[src/rtl/uart_regif_pkg.sv]
package uart_regif_pkg;

    localparam int CHAR_W   = 8;
    localparam int NUM_SLOT = 8;
    localparam int SLOT_W   = $clog2(NUM_SLOT);

    // slot index = byte offset / 4
    localparam logic [SLOT_W-1:0] SL_DATA  = 3'd0;
    localparam logic [SLOT_W-1:0] SL_IEN   = 3'd1;
    localparam logic [SLOT_W-1:0] SL_IID   = 3'd2;
    localparam logic [SLOT_W-1:0] SL_LCTL  = 3'd3;
    localparam logic [SLOT_W-1:0] SL_MCTL  = 3'd4;
    localparam logic [SLOT_W-1:0] SL_LSTAT = 3'd5;
    localparam logic [SLOT_W-1:0] SL_MSTAT = 3'd6;
    localparam logic [SLOT_W-1:0] SL_DIV   = 3'd7;

    localparam int LS_RXAV = 0;
    localparam int LS_THRE = 5;
    localparam int IE_RX   = 0;
    localparam int IE_TX   = 1;
    localparam int ID_TXB  = 1;

    localparam logic [CHAR_W-1:0] ID_TX_CODE = 8'h02;
    localparam logic [CHAR_W-1:0] ID_RX_CODE = 8'h04;
    localparam logic [CHAR_W-1:0] LS_RESET   = 8'h20;

    typedef enum logic [1:0] {
        TXS_IDLE  = 2'd0,
        TXS_OFFER = 2'd1,
        TXS_WAIT  = 2'd2
    } tx_state_e;

    typedef struct packed {
        logic [CHAR_W-1:0] rbuf;
        logic [CHAR_W-1:0] hold;
        logic [CHAR_W-1:0] ien;
        logic [CHAR_W-1:0] iid;
        logic [CHAR_W-1:0] lctl;
        logic [CHAR_W-1:0] mctl;
        logic [CHAR_W-1:0] lstat;
        logic [CHAR_W-1:0] mstat;
        logic [CHAR_W-1:0] div;
        logic              irq;
        logic              err;
    } regs_t;

    function automatic logic [CHAR_W-1:0] len_mask(input logic [1:0] code);
        case (code)
            2'd0:    len_mask = 8'h1F;
            2'd1:    len_mask = 8'h3F;
            2'd2:    len_mask = 8'h7F;
            default: len_mask = 8'hFF;
        endcase
    endfunction

endpackage

[src/rtl/uart_addr_decode.sv]
module uart_addr_decode
    import uart_regif_pkg::*;
#(
    parameter int ADDR_W = 8
) (
    input  logic [ADDR_W-1:0]   addr,
    output logic                hit,
    output logic [SLOT_W-1:0]   idx,
    output logic [NUM_SLOT-1:0] sel
);
    localparam int WIN_BITS = SLOT_W + 2;

    logic aligned;
    logic in_window;

    always_comb begin
        aligned   = (addr[1:0] == 2'b00);
        in_window = ((addr >> WIN_BITS) == '0);
        hit       = aligned && in_window;
        idx       = addr[WIN_BITS-1:2];
    end

    for (genvar g = 0; g < NUM_SLOT; g++) begin : g_sel
        assign sel[g] = hit && (idx == SLOT_W'(g));
    end

endmodule

[src/rtl/uart_tx_path.sv]
module uart_tx_path
    import uart_regif_pkg::*;
(
    input  logic              clk,
    input  logic              rst_n,
    input  logic              start,
    input  logic [CHAR_W-1:0] char_in,
    output logic [CHAR_W-1:0] tx_data,
    output logic              tx_valid,
    input  logic              tx_ready,
    input  logic              tx_done,
    output logic              complete
);
    typedef struct packed {
        tx_state_e st;
        logic      pend;
    } txr_t;

    txr_t s_d, s_q;

    always_comb begin
        s_d      = s_q;
        complete = 1'b0;
        case (s_q.st)
            TXS_IDLE: begin
                if (start) s_d.st = TXS_OFFER;
            end
            TXS_OFFER: begin
                if (tx_ready) begin
                    s_d.st   = TXS_WAIT;
                    s_d.pend = start;
                end
            end
            TXS_WAIT: begin
                if (start) s_d.pend = 1'b1;
                if (tx_done) begin
                    if (s_q.pend || start) begin
                        s_d.st   = TXS_OFFER;
                        s_d.pend = 1'b0;
                    end else begin
                        s_d.st   = TXS_IDLE;
                        complete = 1'b1;
                    end
                end
            end
            default: s_d.st = TXS_IDLE;
        endcase
    end

    always_ff @(posedge clk or negedge rst_n) begin
        if (!rst_n) begin
            s_q <= '{st: TXS_IDLE, pend: 1'b0};
        end else begin
            s_q <= s_d;
        end
    end

    assign tx_valid = (s_q.st == TXS_OFFER);
    assign tx_data  = char_in;

    // an offered byte is not withdrawn before ready
    p_valid_hold_r5: assert property (@(posedge clk) disable iff (!rst_n)
        (tx_valid && !tx_ready) |=> tx_valid);

    // a byte held behind an outstanding one is offered after the pulse
    p_pend_offer_r11: assert property (@(posedge clk) disable iff (!rst_n)
        (s_q.st == TXS_WAIT && s_q.pend && tx_done) |=> tx_valid);

endmodule

[src/rtl/uart_regif.sv]
module uart_regif
    import uart_regif_pkg::*;
#(
    parameter int ADDR_W = 8,
    parameter int DATA_W = 32
) (
    input  logic              clk,
    input  logic              rst_n,
    input  logic              bus_wr,
    input  logic              bus_rd,
    input  logic [ADDR_W-1:0] bus_addr,
    input  logic [DATA_W-1:0] bus_wdata,
    output logic [DATA_W-1:0] bus_rdata,
    output logic              bus_err,
    output logic [7:0]        tx_data,
    output logic              tx_valid,
    input  logic              tx_ready,
    input  logic              tx_done,
    input  logic [7:0]        rx_data,
    input  logic              rx_valid,
    output logic              rx_ready,
    output logic              irq
);
    localparam int PAD_W = DATA_W - CHAR_W;

    regs_t r_d, r_q;

    logic                hit;
    logic [SLOT_W-1:0]   idx;
    logic [NUM_SLOT-1:0] sel;
    logic                tx_start;
    logic                tx_complete;
    logic                rx_take;
    logic [CHAR_W-1:0]   wbyte;
    logic [CHAR_W-1:0]   rbyte;
    logic [PAD_W-1:0]    unused_wdata_hi;

    assign wbyte           = bus_wdata[CHAR_W-1:0];
    assign unused_wdata_hi = bus_wdata[DATA_W-1:CHAR_W];

    uart_addr_decode #(.ADDR_W(ADDR_W)) u_dec (
        .addr (bus_addr),
        .hit  (hit),
        .idx  (idx),
        .sel  (sel)
    );

    assign tx_start = bus_wr && sel[SL_DATA];

    uart_tx_path u_tx (
        .clk      (clk),
        .rst_n    (rst_n),
        .start    (tx_start),
        .char_in  (r_q.hold & len_mask(r_q.lctl[1:0])),
        .tx_data  (tx_data),
        .tx_valid (tx_valid),
        .tx_ready (tx_ready),
        .tx_done  (tx_done),
        .complete (tx_complete)
    );

    assign rx_ready = ~r_q.lstat[LS_RXAV];
    assign rx_take  = rx_valid && rx_ready;

    // read mux: current state, zero outside the window
    always_comb begin
        rbyte = '0;
        if (hit) begin
            case (idx)
                SL_DATA:  rbyte = r_q.rbuf;
                SL_IEN:   rbyte = r_q.ien;
                SL_IID:   rbyte = r_q.iid;
                SL_LCTL:  rbyte = r_q.lctl;
                SL_MCTL:  rbyte = r_q.mctl;
                SL_LSTAT: rbyte = r_q.lstat;
                SL_MSTAT: rbyte = r_q.mstat;
                default:  rbyte = r_q.div;
            endcase
        end
    end

    assign bus_rdata = {{PAD_W{1'b0}}, rbyte};

    // next-state: bus effects first, hardware events override
    always_comb begin
        r_d = r_q;

        if ((bus_wr || bus_rd) && !hit) r_d.err = 1'b1;

        if (bus_wr) begin
            if (sel[SL_DATA]) begin
                r_d.hold           = wbyte;
                r_d.lstat[LS_THRE] = 1'b0;
                r_d.iid[ID_TXB]    = 1'b0;
            end
            if (sel[SL_IEN]) begin
                r_d.ien = wbyte;
                if (wbyte[IE_TX] && r_q.lstat[LS_THRE]) begin
                    r_d.iid[ID_TXB] = 1'b1;
                    r_d.irq         = 1'b1;
                end else if (!wbyte[IE_TX]) begin
                    r_d.irq = 1'b0;
                end
            end
            if (sel[SL_IID])   r_d.iid   = wbyte;
            if (sel[SL_LCTL])  r_d.lctl  = wbyte;
            if (sel[SL_MCTL])  r_d.mctl  = wbyte;
            if (sel[SL_LSTAT]) r_d.lstat = wbyte;
            if (sel[SL_MSTAT]) r_d.mstat = wbyte;
            if (sel[SL_DIV])   r_d.div   = wbyte;
        end

        if (bus_rd && sel[SL_DATA]) r_d.lstat[LS_RXAV] = 1'b0;

        if (tx_complete) begin
            r_d.lstat[LS_THRE] = 1'b1;
            r_d.iid            = ID_TX_CODE;
            if (r_q.ien[IE_TX]) r_d.irq = 1'b1;
        end

        if (rx_take) begin
            r_d.rbuf           = rx_data;
            r_d.lstat[LS_RXAV] = 1'b1;
            if (r_q.ien[IE_RX]) begin
                r_d.iid = ID_RX_CODE;
                r_d.irq = 1'b1;
            end
        end
    end

    always_ff @(posedge clk or negedge rst_n) begin
        if (!rst_n) begin
            r_q       <= '0;
            r_q.lstat <= LS_RESET;
        end else begin
            r_q <= r_d;
        end
    end

    assign irq     = r_q.irq;
    assign bus_err = r_q.err;

    // an accepted byte always leaves the data-available flag set
    p_rx_flag_r8: assert property (@(posedge clk) disable iff (!rst_n)
        rx_take |=> r_q.lstat[LS_RXAV]);

    // the error flag never falls
    p_err_sticky_r10: assert property (@(posedge clk) disable iff (!rst_n)
        bus_err |=> bus_err);

    // holding-empty only falls after a data or line-status write
    p_thre_fall_r3: assert property (@(posedge clk) disable iff (!rst_n)
        $fell(r_q.lstat[LS_THRE]) |-> $past(bus_wr && (sel[SL_DATA] || sel[SL_LSTAT])));

    // every interrupt rise has a cause
    p_irq_cause_r6: assert property (@(posedge clk) disable iff (!rst_n)
        $rose(irq) |-> $past(tx_complete || rx_take || (bus_wr && sel[SL_IEN])));

endmodule

[config.mk]
export PLATFORM = sky130hd
export DESIGN_NAME = uart_regif
export DESIGN_NICKNAME = d
export VERILOG_FILES = /design/src/rtl/uart_regif_pkg.sv /design/src/rtl/uart_addr_decode.sv /design/src/rtl/uart_tx_path.sv /design/src/rtl/uart_regif.sv
export SDC_FILE = /design/constraint.sdc
export NUM_CORES = 1
export LEC_CHECK = 0
export BUFFER_PORTS_ARGS = -buffer_cell sky130_fd_sc_hd__buf_4
export CAP_MARGIN = 20
export CELL_PAD_IN_SITES_DETAIL_PLACEMENT = 0
export CELL_PAD_IN_SITES_GLOBAL_PLACEMENT = 1
export CORE_MARGIN = 3
export CORE_UTILIZATION = 41
export DETAILED_ROUTE_END_ITERATION = 8
export GPL_TIMING_DRIVEN = 0
export PLACE_DENSITY = 0.82
export SKIP_LAST_GASP = 1
export SLEW_MARGIN = 5
export SYNTH_ARGS = -nofsm -noshare
export SYNTH_HDL_FRONTEND = slang
export SYNTH_SLANG_ARGS = --single-unit
export TNS_END_PERCENT = 50
[constraint.sdc]
create_clock -name clk -period 1.9 [get_ports clk]
set_clock_uncertainty 0.2 [all_clocks]
set_input_delay 0.19 -clock clk [delete_from_list [all_inputs] [get_ports clk]]
set_output_delay 0.19 -clock clk [all_outputs]
set_load 0.01 [all_outputs]
==> flow_metrics.env <==
export IMPL_synth_edff_count=0
export IMPL_final_cells=600
export IMPL_vias_per_cell=5.103
export IMPL_syn_area_um2=3980
export IMPL_share_comb_of_total_power=0.169
export IMPL_setup_ws_ns=-0.1228
export IMPL_cts_htree_levels=3
export IMPL_clockBufferDepth=2
export IMPL_cts_tree="done"
export IMPL_synth_most_common_cell="dfrtp_1"
export IMPL_yosysTopAreaCellShare=0.4778
export IMPL_p_sw_w=0.001022
export IMPL_dpl_cell_area_um2=4588
export IMPL_share_seq_of_total_power=0.517
export IMPL_routed_wl_met2_um=4712
export IMPL_ir_drop_mv=0.6512
export IMPL_fillers=859
export IMPL_relSlewSlack=0.3485
export IMPL_hp_class="in -> reg"
export IMPL_drtIter0Drc=154
export IMPL_gp_congestion=0.8513
export IMPL_end_kind="output pin"
export IMPL_path_class="reg -> out"
export IMPL_p_int_w=0.002672
export IMPL_ys_seq_area_frac=0.4844
export IMPL_fin_util=0.5386
export IMPL_finalMaxSlewViolations=0
export IMPL_status="finished, violations left"
export IMPL_whs_ns=0.05882
export IMPL_fin_crit_ns=2.023
export IMPL_ys_types=46
export IMPL_fp_dieW_um=104.5
export IMPL_synth_top_cells_by_count="dfrtp_1, mux2_2, nand2_1"
export IMPL_die_area_um2=10930
export IMPL_numPortBuffers=48
export IMPL_power_density_nw_per_um2=735.4
export IMPL_dp_hpwl_um=6937
export IMPL_synthArstFlopShare=1.000
export IMPL_highest_layer="met4"
export IMPL_dp_cells=562
export IMPL_clk_latency_ns=0.35
export IMPL_multiInputGateArea_um2=1822
export IMPL_violations="negative setup slack"
export IMPL_met1Wirelength_um=4636
export IMPL_cp_max_fo=2
export IMPL_routed_wl_um=10200
export IMPL_wl_per_cell_um=17.00
export IMPL_clkPwrFrac=0.314
export IMPL_grt_usage=0.1923
export IMPL_ios=99
export IMPL_leakagePower_nw=2.469
export IMPL_cts_buffers=9
export IMPL_rsz0062_at_grt="true"
export IMPL_syn_area_per_cell_um2=10.99
export IMPL_antenna_cells=0
export IMPL_grt_max_degree=78
export IMPL_initial_core_util=0.4267
export IMPL_first_global_vias=3148
export IMPL_synth_seq_cells=77
export IMPL_fmax_ghz=0.4944
export IMPL_switching_share=0.2767
export IMPL_setup_worst_path_start_class="flop"
export IMPL_drive_gt1_frac=0.3928
export IMPL_die_h_um=104.5
export IMPL_worstMarginPinSlew_ns=0.9773
export IMPL_route_met3_wl_um=755
export IMPL_crit_required_ns=1.51
export IMPL_synthCells=362
export IMPL_yosys_area_top_type="dfrtp_1"
export IMPL_crit_arrival_ns=1.63
export IMPL_rows=35
export IMPL_clkTransAtPathRegs_ns=0.09
export IMPL_final_cell_area_um2=5024
export IMPL_yosys_warnings=0
export IMPL_hold_viol=0
export IMPL_grt_ovfl_total=0
export IMPL_seq_area_um2=1928
export IMPL_drv_cap=0
export IMPL_nNetsFinal=521
export IMPL_antenna_found_initial=0
export IMPL_min_period_over_period=1.065
export IMPL_firstDrtPassIters=4
export IMPL_ctsRootBufferMaster="clkbuf_8"
export IMPL_place_ws_ns=-0.3884
export IMPL_area_delta_synth_final_pct=26.22
export IMPL_grt_first_pass_wirelength_um=16570
export IMPL_drc=0
export IMPL_ys_flop_type="dfrtp_1"
export IMPL_drtAntennaViolNets=0
export IMPL_setup_viol=3
export IMPL_synth_area_leaders="dfrtp_1, mux2_2, buf_4, nand2_1, o21ai_0"
export IMPL_clock_sinks=77
export IMPL_fp_coreArea_um2=9328
export IMPL_vias=3062
## path summary, 6_finish.rpt
path,from,cells past startpoint,to,slack [ns]
max in group asynchronous,rst_n,2,irq,0.53
min in group asynchronous,rst_n,2,r_q[62],0.32
worst min register to register,r_q[19],2,r_q[19],0.28
worst max register to register,r_q[18],5,r_q[43],0.18
worst max-delay path,r_q[71],5,bus_rdata[5],-0.12
worst min-delay path,bus_wdata[1],3,r_q[19],0.06
## stage by stage
| step | TNS (ns) | power (W) |
|---|---|---|
| 3_5_place_dp | -8.217 | 0.002522 |
| 2_1_floorplan | 0 | 0.002288 |
| 5_1_grt | -0.8052 | 0.003869 |
| 3_3_place_gp | -8.127 | 0.002491 |
| 6_report | -0.1563 | 0.003694 |
| 4_1_cts | -0.4274 | 0.003723 |
## state kept, by name (all words and copies together), names as in the netlist
signal	flops
r_q	72
u_tx.s_q	3
bus_err	1
irq	1
## cells by family after synthesis
kind of cell,count (synthesis),synth area share
flip-flops,77,0.4844
AO/OA/AOI/OAI,67,0.1025
AND/OR/NAND/NOR,96,0.1336
multiplexers,68,0.1965
other,1,0.0009422
buffers and inverters,53,0.08205
## metal layers
metal | GRT usage | up-vias
li1 | - | 1440
met1 | 0.2735 | 1509
met2 | 0.2980 | 103
met3 | 0.04780 | 10
met4 | 0.04084 | 0
met5 | 0 | -
## what timing repair did
action                     in CTS  in global routing
gates resized for setup        14                  3
setup endpoints to repair      17                 19
pin swaps                       4                  2
buffers inserted                2                  0
hold buffers                   21                  0
gates cloned                    0                  0
hold endpoints to repair      143                  0
## critical path: stages, from the launching register on
cell,delay (ns)
dfrtp_1,0.39
nor3b_1,0.16
a311o_1,0.29
a221oi_2,0.24
nor2_1,0.07
buf_4,0.14
## layout by cell type, fill, tap and decap left out, types with 4 or more instances in the layout
| cell type | instances |
|---|---|
| buf_4 | 85 |
| dfrtp_1 | 76 |
| mux2_2 | 59 |
| nand2_1 | 35 |
| conb_1 | 24 |
| o21ai_0 | 22 |
| dlygate4sd3_1 | 21 |
| nand3_1 | 20 |
| a21oi_1 | 17 |
| nor2_1 | 11 |
| clkbuf_8 | 10 |
| nor2b_1 | 7 |
| buf_2 | 5 |
| mux2i_1 | 5 |
| inv_1 | 5 |
| clkbuf_2 | 4 |
| a22oi_1 | 4 |
## power by group through the flow
| stage | Sequential, W | Clock, W | Combinational (W) |
|---|---|---|---|
| finish | 0.00191 | 0.00116 | 0.000624 |
| detailed placement | 0.00195 | 0 | 0.000576 |
| CTS | 0.00191 | 0.00119 | 0.000625 |
| global route | 0.00193 | 0.00125 | 0.000689 |
| floorplan | 0.00190 | 0 | 0.000383 |
| global placement | 0.00193 | 0 | 0.000561 |
## area by class of cell
type / instances / area share
clock buffer: 10 / 0.02740
inverter: 5 / 0.003736
timing repair buffer: 71 / 0.1166
sequential: 77 / 0.3838
tap: 129 / 0.03213
multi-input combinational: 255 / 0.3626
buffer: 47 / 0.06501
clock inverter: 6 / 0.008717
Power figures use the tool's default switching activity.
